==> config.mk <==
export PLATFORM = sky130hd
export DESIGN_NAME = pso_latched_shifter
export DESIGN_NICKNAME = d
export VERILOG_FILES = /design/src/rtl/pso_pkg.sv /design/src/rtl/pso_input_latch.sv /design/src/rtl/pso_release_sync.sv /design/src/rtl/pso_shift_chain.sv /design/src/rtl/pso_latched_shifter.sv
export SDC_FILE = /design/constraint.sdc
export NUM_CORES = 1
export LEC_CHECK = 0
export BUFFER_PORTS_ARGS = -buffer_cell sky130_fd_sc_hd__buf_2
export CAP_MARGIN = 10
export CORE_UTILIZATION = 45
export CTS_CLUSTER_SIZE = 12
export DETAILED_ROUTE_END_ITERATION = 12
export PLACE_DENSITY = 0.67
export SYNTH_ARGS = -nofsm -noshare
export SYNTH_HDL_FRONTEND = slang
export SYNTH_HIERARCHICAL = 1
export SYNTH_SLANG_ARGS = --single-unit
==> constraint.sdc <==
create_clock -name clk -period 1.46 [get_ports clk]
set_clock_uncertainty 0.2 [all_clocks]
set_input_delay 0.292 -clock clk [delete_from_list [all_inputs] [get_ports clk]]
set_output_delay 0.292 -clock clk [all_outputs]
set_load 0.01 [all_outputs]
==> src/rtl/pso_pkg.sv <==
package pso_pkg;

    localparam int DEFAULT_WIDTH = 8;
    localparam int DEFAULT_SYNC  = 2;

    typedef enum logic {
        MODE_LOAD  = 1'b0,
        MODE_SHIFT = 1'b1
    } pso_mode_e;

    typedef enum logic [1:0] {
        ACT_HOLD  = 2'd0,
        ACT_LOAD  = 2'd1,
        ACT_SHIFT = 2'd2
    } pso_act_e;

    typedef struct packed {
        pso_act_e act;
        logic     ser_bit;
    } pso_step_t;

    // Load wins over shift; clear is applied by the register reset itself.
    function automatic pso_act_e pick_action(input logic mode, input logic shift_stb);
        pso_act_e a;
        if (mode == MODE_LOAD)
            a = ACT_LOAD;
        else if (shift_stb)
            a = ACT_SHIFT;
        else
            a = ACT_HOLD;
        return a;
    endfunction

endpackage

==> src/rtl/pso_input_latch.sv <==
module pso_input_latch #(
    parameter int W = pso_pkg::DEFAULT_WIDTH
) (
    input  logic         clk,
    input  logic         cap_stb,
    input  logic [W-1:0] d_in,
    output logic [W-1:0] q_out
);
    // Holding register: deliberately outside the clear domain.
    logic [W-1:0] hold_q;

    always_ff @(posedge clk) begin
        if (cap_stb)
            hold_q <= d_in;
    end

    assign q_out = hold_q;
endmodule

==> src/rtl/pso_release_sync.sv <==
module pso_release_sync #(
    parameter int STAGES = pso_pkg::DEFAULT_SYNC
) (
    input  logic clk,
    input  logic clear_n,
    output logic rel_n
);
    localparam int TOP = STAGES - 1;

    logic [STAGES-1:0] sync_q;

    // Assert without a clock, release through STAGES flops.
    always_ff @(posedge clk or negedge clear_n) begin
        if (!clear_n)
            sync_q <= '0;
        else
            sync_q <= {sync_q[STAGES-2:0], 1'b1};
    end

    assign rel_n = sync_q[TOP];
endmodule

==> src/rtl/pso_shift_chain.sv <==
module pso_shift_chain #(
    parameter int W = pso_pkg::DEFAULT_WIDTH
) (
    input  logic               clk,
    input  logic               rel_n,
    input  logic               clear_n,
    input  pso_pkg::pso_step_t step,
    input  logic [W-1:0]       par_in,
    output logic [W-1:0]       stages
);
    import pso_pkg::*;

    // The chain is held empty while either the raw clear or the
    // synchronised release is low, so clearing needs no clock edge.
    logic chain_rst_n;
    assign chain_rst_n = clear_n & rel_n;

    for (genvar i = 0; i < W; i++) begin : g_stage
        logic from_prev;
        logic stage_q;

        if (i == 0) begin : g_head
            assign from_prev = step.ser_bit;
        end else begin : g_body
            assign from_prev = stages[i-1];
        end

        always_ff @(posedge clk or negedge chain_rst_n) begin
            if (!chain_rst_n)
                stage_q <= 1'b0;
            else begin
                case (step.act)
                    ACT_LOAD:  stage_q <= par_in[i];
                    ACT_SHIFT: stage_q <= from_prev;
                    default:   stage_q <= stage_q;
                endcase
            end
        end

        assign stages[i] = stage_q;
    end
endmodule

==> src/rtl/pso_latched_shifter.sv <==
module pso_latched_shifter #(
    parameter int W           = pso_pkg::DEFAULT_WIDTH,
    parameter int SYNC_STAGES = pso_pkg::DEFAULT_SYNC
) (
    input  logic         clk,
    input  logic         clear_n,
    input  logic [W-1:0] par_in,
    input  logic         cap_stb,
    input  logic         shift_stb,
    input  logic         mode,
    input  logic         ser_in,
    output logic         ser_out
);
    import pso_pkg::*;

    localparam int LAST = W - 1;

    logic [W-1:0] latch_q;
    logic [W-1:0] sr_q;
    logic         rel_n;
    pso_step_t    step;

    assign step.act     = pick_action(mode, shift_stb);
    assign step.ser_bit = ser_in;

    pso_input_latch #(.W(W)) u_latch (
        .clk     (clk),
        .cap_stb (cap_stb),
        .d_in    (par_in),
        .q_out   (latch_q)
    );

    pso_release_sync #(.STAGES(SYNC_STAGES)) u_rel (
        .clk     (clk),
        .clear_n (clear_n),
        .rel_n   (rel_n)
    );

    pso_shift_chain #(.W(W)) u_chain (
        .clk     (clk),
        .rel_n   (rel_n),
        .clear_n (clear_n),
        .step    (step),
        .par_in  (latch_q),
        .stages  (sr_q)
    );

    assign ser_out = sr_q[LAST];
endmodule

==> results of run 1 <==
[stage by stage]
| stage | setup TNS [ns] | instance area [µm²] | setup slack (ns) | hold slack, ns |
|---|---|---|---|---|
| after floorplan | 0 | 707 | 0.106 | -0.204 |
| after global placement | -0.834 | 766 | -0.112 | -0.118 |
| after detailed placement | -0.986 | 766 | -0.139 | -0.117 |
| after CTS | 0 | 882 | 0.152 | 0.0490 |
| after global routing | 0 | 882 | 0.0687 | 0.0964 |
| final | 0 | 882 | 0.173 | 0.0419 |
[flip-flops by register name, summed over array words and instances (netlist names)]
signal / flops
u_rel/sync_q: 2
u_chain/g_stage.stage_q: 8
u_latch/q_out: 8
[cell usage in the layout, fill, tap and decap left out]
cell type      count
conb_1             1
mux2i_1            8
dfrtp_1           10
inv_1              2
nand2_1            8
dlygate4sd3_1      9
clkbuf_1           1
ha_1               1
edfxtp_1           8
and2_1             2
o21ai_1            8
buf_2             14
clkbuf_4           3
[per-layer routing]
metal	track usage [%]	routed length, µm
met5	0	0
met2	20.3	444
met3	3.91	43
met1	15.7	457
met4	9.68	10
[how the worst max path moves through the flow]
stage	endpoint	slack, ns	depth (start not counted)
after CTS	ser_out	0.15	1
after floorplan	u_chain/g_stage[0].stage_q$_DFFE_PN0P_	0.11	5
after detailed placement	u_chain/g_stage[3].stage_q$_DFFE_PN0P_	-0.14	5
after global routing	u_chain/g_stage[6].stage_q$_DFFE_PN0P_	0.07	5
final	ser_out	0.17	1
after global placement	u_chain/g_stage[5].stage_q$_DFFE_PN0P_	-0.11	5
[cell type report]
cell class / instances / area [µm²]
fillers: 101 / 500
flip-flops and latches: 18 / 490
multi-input cells: 28 / 179
repair buffers: 23 / 160
clock buffers: 4 / 26.3
well taps: 15 / 18.8
inverters: 2 / 7.51
[where the power goes]
part / switching [mW] / internal [mW] / total [mW] / leakage (nW)
logic: 0.0574 / 0.0646 / 0.122 / 0.168
clock network: 0.137 / 0.106 / 0.243 / 0.0150
registers: 0.0258 / 0.592 / 0.617 / 0.203
total: 0.220 / 0.762 / 0.982 / 0.386
==> flow_summary.json, run 1 <==
{
  "grt_pass1_wl_mm": 1.65,
  "worst-path-buf-inv": 1,
  "grt_pass1_vias": 404,
  "drc_errors": 0,
  "worstPathArrival_ns": 0.79,
  "vias": 408,
  "place_inst": 77,
  "reg2reg_from": "u_latch/q_out[3]$_DFFE_PP_",
  "max_freq_ghz": 0.777,
  "period_minus_slack_ns": 1.29,
  "clk_path_buf_depth": 2,
  "rsz0062_at_grt": "no",
  "min_path_type": "register to async pin",
  "crit_path_top_delay_cell": "dfrtp_1",
  "drt-vias-per-instance": 4.53,
  "end_kind": "output port",
  "regToRegEndpoint": "u_chain/g_stage[3].stage_q$_DFFE_PN0P_",
  "r2r_slack_ns": 0.51,
  "drv_slew": 0,
  "start_util_pct": 51.1,
  "cts_root_buf": "clkbuf_4",
  "ios": 15,
  "reg2regPathDepth": 2,
  "drv_cap": 0,
  "final-setup-viol-count": 0,
  "postRouteAntennaNets": 0,
  "postCtsSetupBuffers": 0,
  "post_cts_resized": 0,
  "clkTransAtPathRegs_ns": 0.10,
  "nets": 91,
  "critPathMaxFanout": 2,
  "antenna_found_initial": 0,
  "cts.sinks": 18,
  "outcome": "finished clean",
  "io_buffer_count": 14,
  "syn-num-nets": 66,
  "syn_inst": 51,
  "wl_per_cell_um": 10.6,
  "first_pass_iters": 3,
  "antenna_cells": 0,
  "finalHoldViolations": 0,
  "syn_avg_cell_area_um2": 13.9,
  "hold_buffers": 9,
  "cts_tree": "yes",
  "cpPeakStageDelay_ns": 0.38,
  "power_per_cell_area_nw_per_um2": 1110,
  "crit_family": "flip-flops",
  "final_util_pct": 63.8,
  "critPathKind": "register to output port",
  "vdd_ir_drop_max_mv": 0.653,
  "drive_gt1_share_pct": 22.7,
  "crit_chain": "buf_2",
  "drtIter0Drc": 2,
  "crit_path_start": "u_chain/g_stage[7].stage_q$_DFFE_PN0P_",
  "rows": 13,
  "cts_inserted_buffers": 3,
  "place.gp.congestion": 0.665,
  "power_leakage_nw": 0.386,
  "area_growth_pct": 24.8,
  "htreeDepth": 1,
  "start_kind": "register",
  "total_power_mw": 0.982,
  "crit_required_ns": 0.97,
  "core_area_um2": 1380,
  "synth_warnings": 6,
  "finalCritPeriodShare_pct": 88.1,
  "track_usage_pct": 13.3,
  "stdcell_count": 90,
  "wirelength_um": 955,
  "dieArea_um2": 1730,
  "die_h_um": 41.6,
  "die_x_um": 41.6,
  "grt_max_degree": 17,
  "clk_latency_ns": 0.29,
  "overflow": 0,
  "syn_area_um2": 707
}
(Power assumes the default switching activity.)
==> inputs of run 2 (changes only) <==
--- a/config.mk
+++ b/config.mk
@@ -11,6 +11,7 @@
 export CTS_CLUSTER_SIZE = 12
 export DETAILED_ROUTE_END_ITERATION = 12
 export PLACE_DENSITY = 0.67
+export REMOVE_ABC_BUFFERS = 1
 export SYNTH_ARGS = -nofsm -noshare
 export SYNTH_HDL_FRONTEND = slang
 export SYNTH_HIERARCHICAL = 1
==> run 2 against run 1 <==
- critical path depth stayed put
- first-iteration DRC count grew to 4.5 times the previous value
- total power fell by 0.15%
- non-clock buffer count unchanged
- die area is the same
- critical path type unchanged
- largest cell class unchanged
==> flow_summary.json, run 2 (same netlist as run 1, synthesis figures left out) <==
{
  "cpPeakStageDelay_ns": 0.39,
  "io_buffer_count": 14,
  "start_kind": "register",
  "layout_common_cells": "14 x buf_2, 10 x dfrtp_1, 9 x dlygate4sd3_1",
  "htreeDepth": 1,
  "grt_max_degree": 17,
  "wl_per_cell_um": 11.7,
  "first_pass_iters": 4,
  "drv_cap": 0,
  "critPathMaxFanout": 2,
  "vdd_ir_drop_max_mv": 0.664,
  "whs_ns": 0.0331,
  "wl_met2_um": 523,
  "drv_slew": 0,
  "place.gp.congestion": 0.651,
  "outcome": "finished clean",
  "clkTransAtPathRegs_ns": 0.10,
  "power_leakage_nw": 0.386,
  "crit_required_ns": 0.97,
  "postCtsSetupBuffers": 0,
  "cts_inserted_buffers": 3,
  "crit_chain": "buf_2",
  "wl_met3_um": 52,
  "hpwl_um": 610,
  "area_growth_pct": 24.8,
  "core_area_um2": 1380,
  "wirelength_mm": 1.05,
  "crit_family": "flip-flops",
  "dieArea_um2": 1730,
  "finalHoldViolations": 0,
  "overflow": 0,
  "die_x_um": 41.6,
  "crit_path_top_delay_cell": "dfrtp_1",
  "clk_latency_ns": 0.28,
  "highest_layer": "met3",
  "worstPathArrival_ns": 0.80,
  "final-setup-viol-count": 0,
  "min_path_type": "register to async pin",
  "drive_gt1_share_pct": 22.7,
  "track_usage_pct": 13.4,
  "total_power_mw": 0.981,
  "critPathKind": "register to output port",
  "antenna_found_initial": 0,
  "drc_errors": 0,
  "vias": 416,
  "end_kind": "output port",
  "grt_pass1_vias": 428,
  "mostFrequentLayoutCell": "buf_2",
  "power_per_cell_area_nw_per_um2": 1110,
  "cts_tree": "yes",
  "finalCritPeriodShare_pct": 88.8,
  "drtIter0Drc": 9,
  "rows": 13,
  "rsz0062_at_grt": "no",
  "worst-path-buf-inv": 1,
  "ios": 15,
  "cts.sinks": 18,
  "clk_path_buf_depth": 2,
  "grt_pass1_wl_mm": 1.73,
  "postRouteAntennaNets": 0,
  "period_minus_slack_ns": 1.30,
  "drt-met1-wl_um": 477,
  "cts_root_buf": "clkbuf_4",
  "drt-vias-per-instance": 4.62,
  "antenna_cells": 0,
  "max_freq_ghz": 0.771,
  "die_h_um": 41.6,
  "nets": 91,
  "start_util_pct": 51.1
}
run 2: worst paths after layout:
path / startpoint / end / slack (ns) / cells after the start
max: u_chain/g_stage[7].stage_q$_DFFE_PN0P_ / ser_out / 0.16 / 1
min: u_rel/sync_q[1]$_DFF_PN0_ / u_chain/g_stage[3].stage_q$_DFFE_PN0P_ / 0.03 / 1
max reg2reg: u_chain/g_stage[2].stage_q$_DFFE_PN0P_ / u_chain/g_stage[3].stage_q$_DFFE_PN0P_ / 0.52 / 2
min reg2reg: u_rel/sync_q[1]$_DFF_PN0_ / u_chain/g_stage[3].stage_q$_DFFE_PN0P_ / 0.03 / 1
max in group asynchronous: clear_n / u_chain/g_stage[7].stage_q$_DFFE_PN0P_ / 0.40 / 3
min in group clk: ser_in / u_chain/g_stage[0].stage_q$_DFFE_PN0P_ / 0.09 / 3
run 2: stage by stage:
stage	std cells	setup TNS [ns]	instance area, µm²	setup WS [ns]	utilization (%)
after floorplan	48	0	677	0.0733	-
after detailed placement	77	-1.03	766	-0.143	55.4
final	90	0	882	0.164	63.8
after global placement	77	-0.842	766	-0.115	55.4
after CTS	90	0	882	0.147	63.8
after global routing	90	0	882	0.0724	63.8
run 2: power by group:
| group | internal (mW) | switching, mW | total [mW] |
|---|---|---|---|
| combinational | 0.0646 | 0.0576 | 0.122 |
| clock | 0.0991 | 0.141 | 0.240 |
| sequential | 0.592 | 0.0271 | 0.619 |
run 2: area by class of cell:
cell class              count  area, µm²
clock inverters             1       3.75
clock buffers               3       22.5
repair buffers             23        160
multi-input cells          28        179
well taps                  15       18.8
inverters                   2       7.51
flip-flops and latches     18        490
fillers                   101        500
run 2: metal layers:
metal  up-vias  global-route usage [%]
met5         -                       0
met4         0                    3.87
met3         0                    4.35
met2        15                    24.1
met1       182                    15.0
li1        219                       -
run 2: repair_timing:
item,CTS,global route
hold endpoints to repair,18,0
hold buffers,9,0
resized for setup,0,0
